`config.mk`:
```
export PLATFORM = sky130hd
export DESIGN_NAME = dual_slot_cpu
export DESIGN_NICKNAME = d
export VERILOG_FILES = /design/src/rtl/dsc_pkg.sv /design/src/rtl/dsc_sequencer.sv /design/src/rtl/dsc_datapath.sv /design/src/rtl/dual_slot_cpu.sv
export SDC_FILE = /design/constraint.sdc
export NUM_CORES = 1
export LEC_CHECK = 0
export BUFFER_PORTS_ARGS = -buffer_cell sky130_fd_sc_hd__clkbuf_2
export CORE_UTILIZATION = 59
export CTS_BUF_LIST = sky130_fd_sc_hd__clkbuf_8
export CTS_CLUSTER_SIZE = 20
export DETAILED_ROUTE_END_ITERATION = 6
export GPL_ROUTABILITY_DRIVEN = 0
export PLACE_DENSITY = 0.82
export SLEW_MARGIN = 30
export SYNTH_ARGS = -nofsm -noshare
export SYNTH_HDL_FRONTEND = slang
export SYNTH_SLANG_ARGS = --single-unit
```
`constraint.sdc`:
```
create_clock -name clk -period 2.8 [get_ports clk]
set_input_delay 0 -clock clk [delete_from_list [all_inputs] [get_ports clk]]
set_output_delay 0 -clock clk [all_outputs]
set_load 0.005 [all_outputs]
```
`src/rtl/dsc_pkg.sv`:
```
package dsc_pkg;
    parameter int WORD_W = 40;
    parameter int OP_W   = 8;
    localparam int SLOT_W = WORD_W / 2;
    localparam int ADR_W  = SLOT_W - OP_W;

    localparam logic [OP_W-1:0] OP_HALT  = 8'h00;
    localparam logic [OP_W-1:0] OP_LOAD  = 8'h01;
    localparam logic [OP_W-1:0] OP_ADD   = 8'h05;
    localparam logic [OP_W-1:0] OP_JMPL  = 8'h0D;
    localparam logic [OP_W-1:0] OP_JMPR  = 8'h0E;
    localparam logic [OP_W-1:0] OP_JGEZ  = 8'h0F;
    localparam logic [OP_W-1:0] OP_STORE = 8'h21;

    typedef enum logic [2:0] {
        S_FETCH = 3'd0,
        S_FWAIT = 3'd1,
        S_EXEC  = 3'd2,
        S_OPER  = 3'd3,
        S_ACC   = 3'd4,
        S_HALT  = 3'd5
    } seq_state_t;
endpackage

```
`src/rtl/dsc_sequencer.sv`:
```
module dsc_sequencer
    import dsc_pkg::*;
(
    input  logic            clk,
    input  logic            rst_n,
    input  logic            ibr_valid,
    input  logic [OP_W-1:0] ir,
    input  logic            ac_neg,
    output logic            ld_from_ibr,
    output logic            mem_rd_pc,
    output logic            ld_fetch_word,
    output logic            ld_operand,
    output logic            ld_ac,
    output logic            add_sel,
    output logic            do_store,
    output logic            take_jump,
    output logic            jump_right,
    output logic            halted
);
    seq_state_t state, state_nx;

    // state register
    always_ff @(posedge clk) begin
        if (!rst_n) state <= S_FETCH;
        else        state <= state_nx;
    end

    // next-state decision
    always_comb begin
        state_nx = state;
        unique case (state)
            S_FETCH: state_nx = ibr_valid ? S_EXEC : S_FWAIT;
            S_FWAIT: state_nx = S_EXEC;
            S_EXEC: begin
                unique case (ir)
                    OP_LOAD, OP_ADD:                     state_nx = S_OPER;
                    OP_STORE, OP_JMPL, OP_JMPR, OP_JGEZ: state_nx = S_FETCH;
                    default:                             state_nx = S_HALT;
                endcase
            end
            S_OPER:  state_nx = S_ACC;
            S_ACC:   state_nx = S_FETCH;
            S_HALT:  state_nx = S_HALT;
            default: state_nx = S_HALT;
        endcase
    end

    // control strobes
    always_comb begin
        ld_from_ibr   = 1'b0;
        mem_rd_pc     = 1'b0;
        ld_fetch_word = 1'b0;
        ld_operand    = 1'b0;
        ld_ac         = 1'b0;
        add_sel       = 1'b0;
        do_store      = 1'b0;
        take_jump     = 1'b0;
        jump_right    = 1'b0;
        halted        = 1'b0;
        unique case (state)
            S_FETCH: begin
                ld_from_ibr = ibr_valid;
                mem_rd_pc   = !ibr_valid;
            end
            S_FWAIT: ld_fetch_word = 1'b1;
            S_EXEC: begin
                do_store   = (ir == OP_STORE);
                take_jump  = (ir == OP_JMPL) || (ir == OP_JMPR) ||
                             ((ir == OP_JGEZ) && !ac_neg);
                jump_right = (ir == OP_JMPR);
            end
            S_OPER: ld_operand = 1'b1;
            S_ACC: begin
                ld_ac   = 1'b1;
                add_sel = (ir == OP_ADD);
            end
            S_HALT:  halted = 1'b1;
            default: halted = 1'b1;
        endcase
    end

    assert_halt_sticky_R10: assert property (@(posedge clk) disable iff (!rst_n)
        halted |=> halted);
    assert_halt_quiet_R10: assert property (@(posedge clk) disable iff (!rst_n)
        halted |-> (!do_store && !take_jump && !ld_ac));
    assert_store_single_R6: assert property (@(posedge clk) disable iff (!rst_n)
        do_store |=> !do_store);
endmodule

```
`src/rtl/dsc_datapath.sv`:
```
module dsc_datapath
    import dsc_pkg::*;
(
    input  logic              clk,
    input  logic              rst_n,
    input  logic              ld_from_ibr,
    input  logic              mem_rd_pc,
    input  logic              ld_fetch_word,
    input  logic              ld_operand,
    input  logic              ld_ac,
    input  logic              add_sel,
    input  logic              do_store,
    input  logic              take_jump,
    input  logic              jump_right,
    input  logic [WORD_W-1:0] mem_rdata,
    output logic [ADR_W-1:0]  mem_addr,
    output logic [WORD_W-1:0] mem_wdata,
    output logic              ibr_valid,
    output logic [OP_W-1:0]   ir,
    output logic [WORD_W-1:0] ac,
    output logic [ADR_W-1:0]  pc
);
    logic [ADR_W-1:0]  mar;
    logic [WORD_W-1:0] mbr;
    logic [SLOT_W-1:0] ibr;
    logic              right_only;

    assign mem_addr  = mem_rd_pc ? pc : mar;
    assign mem_wdata = ac;

    always_ff @(posedge clk) begin
        if (!rst_n) begin
            pc         <= '0;
            mar        <= '0;
            mbr        <= '0;
            ir         <= '0;
            ibr        <= '0;
            ibr_valid  <= 1'b0;
            right_only <= 1'b0;
            ac         <= '0;
        end else begin
            if (ld_from_ibr) begin
                ir        <= ibr[SLOT_W-1 -: OP_W];
                mar       <= ibr[ADR_W-1:0];
                ibr_valid <= 1'b0;
            end
            if (ld_fetch_word) begin
                mbr <= mem_rdata;
                pc  <= pc + 1'b1;
                if (right_only) begin
                    ir         <= mem_rdata[SLOT_W-1 -: OP_W];
                    mar        <= mem_rdata[ADR_W-1:0];
                    ibr_valid  <= 1'b0;
                    right_only <= 1'b0;
                end else begin
                    ir        <= mem_rdata[WORD_W-1 -: OP_W];
                    mar       <= mem_rdata[SLOT_W+ADR_W-1 -: ADR_W];
                    ibr       <= mem_rdata[SLOT_W-1:0];
                    ibr_valid <= 1'b1;
                end
            end
            if (ld_operand) mbr <= mem_rdata;
            if (ld_ac)      ac  <= add_sel ? (ac + mbr) : mbr;
            if (do_store)   mbr <= ac;
            if (take_jump) begin
                pc         <= mar;
                ibr_valid  <= 1'b0;
                right_only <= jump_right;
            end
        end
    end

    assert_buffered_fetch_pc_still_R3: assert property (@(posedge clk) disable iff (!rst_n)
        ld_from_ibr |=> $stable(pc));
    assert_buffer_consumed_R3: assert property (@(posedge clk) disable iff (!rst_n)
        ld_from_ibr |=> !ibr_valid);
    assert_pc_step_R4: assert property (@(posedge clk) disable iff (!rst_n)
        ld_fetch_word |=> (pc == $past(pc) + 1'b1));
    assert_right_only_armed_R8: assert property (@(posedge clk) disable iff (!rst_n)
        (take_jump && jump_right) |=> (right_only && !ibr_valid));
endmodule

```
`src/rtl/dual_slot_cpu.sv`:
```
module dual_slot_cpu
    import dsc_pkg::*;
(
    input  logic              clk,
    input  logic              rst_n,
    output logic [ADR_W-1:0]  mem_addr,
    output logic              mem_we,
    output logic [WORD_W-1:0] mem_wdata,
    input  logic [WORD_W-1:0] mem_rdata,
    output logic              halted,
    output logic [WORD_W-1:0] dbg_ac,
    output logic [ADR_W-1:0]  dbg_pc
);
    logic            ld_from_ibr, mem_rd_pc, ld_fetch_word, ld_operand;
    logic            ld_ac, add_sel, do_store, take_jump, jump_right;
    logic            ibr_valid;
    logic [OP_W-1:0] ir;

    dsc_sequencer u_seq (
        .clk(clk), .rst_n(rst_n), .ibr_valid(ibr_valid), .ir(ir),
        .ac_neg(dbg_ac[WORD_W-1]),
        .ld_from_ibr(ld_from_ibr), .mem_rd_pc(mem_rd_pc),
        .ld_fetch_word(ld_fetch_word), .ld_operand(ld_operand),
        .ld_ac(ld_ac), .add_sel(add_sel), .do_store(do_store),
        .take_jump(take_jump), .jump_right(jump_right), .halted(halted)
    );

    dsc_datapath u_dp (
        .clk(clk), .rst_n(rst_n), .ld_from_ibr(ld_from_ibr),
        .mem_rd_pc(mem_rd_pc), .ld_fetch_word(ld_fetch_word),
        .ld_operand(ld_operand), .ld_ac(ld_ac), .add_sel(add_sel),
        .do_store(do_store), .take_jump(take_jump), .jump_right(jump_right),
        .mem_rdata(mem_rdata), .mem_addr(mem_addr), .mem_wdata(mem_wdata),
        .ibr_valid(ibr_valid), .ir(ir), .ac(dbg_ac), .pc(dbg_pc)
    );

    assign mem_we = do_store;

    assert_no_write_when_halted_R10: assert property (@(posedge clk) disable iff (!rst_n)
        halted |-> !mem_we);
endmodule

```
==> metrics.md, run 1 <==
| Metric | Value |
|---|---|
| #FFs+latches synth | between 100 and 150 |
| FF-to-FF setup slack | approximately 0.034 ns |
| Max FO, Critical Path | 3 |
| WP data required | approximately 3.1 ns |
| Final period util | 98.77% |
| Worst-margin pin slew | 0.9123 ns |
| Crit path largest cell delay | about 0.37 ns |
| Cells on worst reg2reg path | 12 |
| CP startpoint kind | flip-flop |
| Async S/R FF share, synth | 0% |
| Die outline width | ~120 µm |
| DP HPWL | approximately 18 mm |
| CTS buffer count | 17 |
| Register area share after synthesis | a little under a third |
| I/O pin total | roughly 150 |
| Worst Hold Class | in -> reg |
| WP data arrival | slightly above 3 ns |
| Setup crit start | u_dp.mbr[0] |
| Synth Net Count | roughly 1,200 |
| Total core area | between 0.01 and 0.015 mm² |
| Clock Latency Late Sink | roughly 0.47 ns |
| Buf/Inv on CP | 1 |
| Crit. path cell count | 12 |
| Htree depth | 4 |
| Total gr overflow | 0 |
| First-pass GRT wire length | between 40 and 50 mm |
| Clock transition at path regs | about 0.08 ns |
| Top delay family on crit path | compound AO/OA/AOI/OAI gates |
| Syn Area/Cell | between 7 and 8 µm² |
| Antenna cell count | 0 |
| DR vias | approximately 9,100 |
| Setup violations, final | 0 |
| Clock tree buffer depth | 2 |
| Area Overhead vs Synth | 20.37% |
| Post-Route Setup TNS | 0 ns |
| Fmax | roughly 360 MHz |
| Final #Nets | approximately 1,300 |
| CP Capture Type | flip-flop |
| Drt via density | about 6.3 |
| TritonRoute pass-1 iters | 5 |
| Netlist cell types | 63 |
| Prevailing post-synth register cell | dfxtp_1 |
| Critical register-to-register path startpoint | u_dp.mbr[0] |
| Die area | approximately 0.015 mm² |
| Critical path's slowest cell | dfxtp_2 |
| Die height | 123.9 µm |
| Leak | between 4 and 5 nW |
| Wire per inst | between 15 and 20 µm |
| Final Max Slew Viols | 0 |
| Synth warnings | 0 |
| Reg-to-reg endpoint | u_dp.ac[36] |
| Peak supply drop | 449.9 µV |
| Cell Area, Synth | 0.008763 mm² |
| Mapped Cells | 1,108 |
| Routed Antenna Nets | 0 |
| Number of enable flip-flop cells after synthesis | 0 |
| Minimum clock period | about 2.8 ns |
| Crit path cell chain | ha_4 > inv_1 > fa_2 > nor2b_2 > o211ai_1 > a21boi_2 > o21ai_2 > o211ai_2 > a41oi_2 > mux2_4 > nand2_1 > a31oi_1 |
| Setup CP Type | reg -> reg |
| Fin Hold WS | around 0.033 ns |
| Port bufs | 147 |
| Outcome | completed |
| End point of the critical path | u_dp.ac[36] |
| Slew Limit Headroom | about two fifths |
| GR Util All Layers | 35.57% |
| Root buf cell | clkbuf_8 |
| DP Area | between 0.009 and 0.01 mm² |
| Total Routed Length | approximately 27 mm |
| Share of layout cells above drive strength 1 | a little under a quarter |
| Vias in the first global route | about 8,300 |
| CTS Sinks | between 100 and 150 |
| Power per cell area | about 840 mW/mm² |
| # rows | 44 |
| Starting DRT DRC Count | a little under 1,000 |
| Hold Vio Cnt, Final | 0 |
| MaxCap Viol Count | 0 |
| Initial Util | between 60% and 70% |
| DRC Markers | 0 |
| Initial antenna violation count | 0 |
| CTS tree | built |
| Clk_skew | approximately 0.0091 ns |
| Largest net degree at the start of global routing | between 80 and 90 |
| Fin area | between 0.01 and 0.015 mm² |
## Yosys cell counts, drive strengths merged, types with 6 or more instances
cell type,n,area (µm²)
dfxtp,137,2743
xor2,8,70.07
nand3,19,95.09
buf,54,370.4
nor3,12,60.06
a21o,20,150.1
nor2,115,431.7
mux2i,61,610.6
nor4,9,71.32
a21oi,93,476.7
a311oi,17,155.1
and2,6,37.54
a211oi,85,638.1
mux2,14,157.7
xnor2,25,219.0
nand2,154,578.1
o21ai,48,240.2
o211ai,7,57.55
and3,6,37.54
o21bai,7,52.55
inv,13,48.80
clkbuf,63,236.5
nor2b,26,162.7
ha,40,500.5
a31oi,11,68.82
## tightest hold or removal path: stages
cell	delay, ns
clkbuf_2	0.10
buf_4	0.22
o21a_1	0.13
## per-layer routing
layer | up-vias | global-route usage [%] | part of all wire [%]
met1 | 4228 | 43.37 | 41
met4 | 0 | 20.93 | 4.9
li1 | 4257 | - | -
met2 | 473 | 57.33 | 46
met5 | - | 0 | 0
met3 | 103 | 7.921 | 8.2
## timing repair
action	4_1_cts	5_1_grt
hold buffers	40	0
pin swaps	3	11
gates resized for setup	1	32
setup endpoints to repair	3	12
setup buffers	0	6
hold endpoints to repair	79	0
## cells in the final DEF (no fill, tap or decap), types with 8 or more instances in the layout
master,synthesis,final
buf_4,41,54
ha_1,40,31
a311oi_1,16,15
a31oi_1,11,11
a21o_1,20,20
clkbuf_8,0,18
ha_2,0,8
o21ai_0,45,45
nand2_1,154,154
a21oi_1,90,86
nor2b_1,26,23
inv_1,13,13
nand3_1,19,18
mux2i_1,61,61
dfxtp_1,137,131
a211oi_1,85,85
nor2_1,115,115
nor3_1,12,12
xnor2_1,25,25
xor2_1,8,8
mux2_2,14,13
clkbuf_2,0,147
dlygate4sd3_1,0,40
## stage by stage
stage / cells / worst slack, ns / util, % / power, mW
2_1_floorplan: 1108 / 0.1987 / - / 5.679
3_3_place_gp: 1371 / 0.07422 / 65.63 / 6.641
3_5_place_dp: 1371 / -0.01174 / 65.63 / 6.731
4_1_cts: 1442 / 0.006007 / 71.50 / 8.663
5_1_grt: 1448 / -0.06522 / 72.58 / 9.375
6_report: 1448 / 0.03445 / 72.58 / 8.836
## power by group
| part | switching [mW] | internal (mW) |
|---|---|---|
| Combinational | 2.20 | 1.75 |
| Clock | 0.807 | 1.07 |
| Sequential | 0.536 | 2.46 |
## cell families after synthesis
logic type / synth area share [%]
muxes: 8.766
xor gates and xnor gates: 3.298
DFF: 31.30
and+or+nand+nor: 18.69
adders and majority gates: 5.939
buffers and inverters: 7.482
AOI/OAI and AO/OA: 24.53
## layout make-up
cell class	instances	area, µm²
fill	1120	3985
clock buffer	18	247.7
timing repair buffer	242	1562
inverter	13	50.05
sequential	137	2750
multi-input combinational	841	5508
clock inverter	13	201.4
tap	184	230.2
## worst min path at each step
stage	start	endpoint	slack (ns)	cells after the start
after floorplan	mem_rdata[0]	u_dp.ibr[0]	0.14	2
after global placement	mem_rdata[3]	u_dp.ibr[3]	0.27	3
after detailed placement	mem_rdata[4]	u_dp.ibr[4]	0.28	3
after CTS	rst_n	u_dp.right_only	0.02	3
after global routing	rst_n	u_dp.right_only	0.03	3
final	rst_n	u_dp.right_only	0.03	3
## flip-flops by register name (all words and copies together), names as in the netlist
register	flops
u_dp.ac	40
u_dp.mbr	40
u_dp.ibr	20
u_dp.mar	12
u_dp.pc	12
u_dp.ir	8
u_seq.state	3
u_dp.ibr_valid	1
u_dp.right_only	1
Note: power is estimated with default switching activity, not from simulation.
==> run 2: changes to the inputs <==
- CORE_MARGIN: not set -> 8
- SLEW_MARGIN: 30 -> 20
==> metrics.md, run 2 (synthesis results as in run 1) <==
| Metric | Value |
|---|---|
| Clk_skew | between 0.01 and 0.015 ns |
| DP HPWL | 18.82 mm |
| Final period util | 97.30% |
| Die height | about 140 µm |
| Most common cell after layout, fill and taps aside | nand2_1 |
| Non-filler instance count after layout | roughly 1,500 |
| CP startpoint kind | flip-flop |
| Crit path cell chain | ha_1 > a21oi_1 > o21ai_0 > a41o_2 > o21ai_0 > o211ai_2 > buf_4 > a41oi_2 > mux2_2 > nand2_1 > a31oi_1 |
| Max FO, Critical Path | 5 |
| Htree depth | 4 |
| Logic pwr share | 45.8% |
| DR vias | a little over 9,000 |
| Setup CP Type | reg -> reg |
| # rows | 44 |
| TritonRoute pass-1 iters | 7 |
| Final Max Slew Viols | 0 |
| Power per cell area | 838.8 mW/mm² |
| Total gr overflow | 0 |
| CTS Sinks | 137 |
| Root buf cell | clkbuf_8 |
| Hold Vio Cnt, Final | 0 |
| Largest net degree at the start of global routing | 82 |
| Placed cells | around 1,400 |
| Largest registers | u_dp.ac x40, u_dp.mbr x40, u_dp.ibr x20 |
| Outcome | completed |
| Minimum clock period | 2.725 ns |
| Routed Antenna Nets | 0 |
| Final Core Density | between 70% and 80% |
| Die area | around 0.019 mm² |
| Internal power | 5.332 mW |
| Critical path's slowest cell | ha_1 |
| First-pass GRT wire length | approximately 44 mm |
| Cells on worst reg2reg path | 11 |
| Setup violations, final | 0 |
| CTS tree | built |
| Initial Util | about three fifths |
| GR Util All Layers | between 20% and 30% |
| Fmax | 367.0 MHz |
| Total core area | 0.01453 mm² |
| DRC Markers | 0 |
| Worst Hold Class | in -> reg |
| Die outline width | roughly 140 µm |
| Clock Latency Late Sink | around 0.47 ns |
| Total Routed Length | between 20 and 30 mm |
| Drt via density | between 6 and 7 |
| Clock transition at path regs | 0.08 ns |
| Share of layout cells above drive strength 1 | a little under a quarter |
| Final #Nets | around 1,300 |
| WP data arrival | between 3 and 4 ns |
| CP Capture Type | flip-flop |
| Slew Limit Headroom | 35.51% |
| Worst-margin pin slew | approximately 0.97 ns |
| Vias in the first global route | slightly below 9,000 |
| CTS buffer count | 17 |
| Starting DRT DRC Count | 966 |
| Most frequent cells in the layout | 153 x nand2_1, 147 x clkbuf_2, 133 x dfxtp_1 |
| Hold Path Stages | 4 |
| I/O pin total | between 100 and 150 |
| Leak | roughly 4.5 nW |
| Port bufs | about 150 |
| WP data required | between 3 and 4 ns |
| Most frequent CP cell | o21ai_0 |
| Antenna cell count | 0 |
| Seq pwr share | 33.2% |
| Initial antenna violation count | 0 |
| Clock tree buffer depth | 2 |
| Sw Share | approximately 40% |
| MaxCap Viol Count | 0 |
| Area Overhead vs Synth | 21.05% |
| Crit path largest cell delay | between 0.3 and 0.4 ns |
| Clock power frac | a little over a fifth |
| Peak supply drop | roughly 380 µV |
| Wire per inst | about 20 µm |
| NetSw | 3.565 mW |
## run 2: cell count changes in the layout (fill, tap and decap cells not counted), sizes merged
cell         delta
clkinvlp        -1
clkinv          -2
buf             +2
clkbuf          +1
inv             +2
dlygate4sd3     +1
## run 2: cell type report
type	count	area (µm²)
fill	1084	3926
sequential	137	2748
timing repair buffer	245	1624
multi-input combinational	841	5512
tap	184	230.2
clock inverter	12	182.7
clock buffer	19	261.5
inverter	13	50.05
## run 2: stage by stage
step | TNS [ns] | hold WS (ns) | power, mW | area, µm² | setup slack (ns)
5_1_grt | -0.3746 | 0.3835 | 9.429 | 10610 | -0.1601
3_3_place_gp | 0 | 0.2672 | 6.702 | 9605 | 0.08018
3_5_place_dp | 0 | 0.2775 | 6.799 | 9605 | 0.02275
2_1_floorplan | 0 | 0.1360 | 5.679 | 8763 | 0.1987
4_1_cts | -0.006994 | 0.3377 | 8.715 | 10470 | -0.006994
6_report | 0 | 0.3696 | 8.897 | 10610 | 0.07549
## run 2: worst paths after layout
check,start,to,slack (ns)
min reg2reg,u_dp.ibr[10],u_dp.ibr[10],0.46
min,mem_rdata[0],u_dp.ibr[0],0.37
max reg2reg,u_dp.ac[11],u_dp.ac[36],0.08
max,u_dp.ac[11],u_dp.ac[36],0.08
## run 2: worst max-delay path, delay by kind of cell, from the launching register on
family | cells | cell delay (ns)
compound gates | 7 | 1.25
fa+ha+maj | 1 | 0.38
mux | 1 | 0.36
flops | 1 | 0.33
buf+inv | 1 | 0.17
simple gates | 1 | 0.07
## run 2: what timing repair did
item                                   CTS  global route
setup endpoints to repair                2            13
endpoints found under the hold margin   88             0
hold buffers                            41             0
pin swaps                                0            13
setup buffers                            0             4
gates resized for setup                  1            34
## run 2: metal layers
layer  vias up  share of wire, %  global-route usage, %  wire length, µm
li1       4255                 -                      -                -
met1      4215                39                  35.57            11250
met2       526                46                  47.65            13170
met3       127               8.8                  6.123             2497
met4         0               5.6                  17.61             1592
met5         -                 0                      0                0
## run 2: power groups by stage
stage / Combinational [mW] / Sequential (mW) / Clock [mW]
global placement: 3.77 / 2.93 / 0
CTS: 3.93 / 2.92 / 1.86
finish: 4.08 / 2.95 / 1.87
global route: 4.46 / 3.02 / 1.95
floorplan: 2.84 / 2.84 / 0
detailed placement: 3.84 / 2.95 / 0
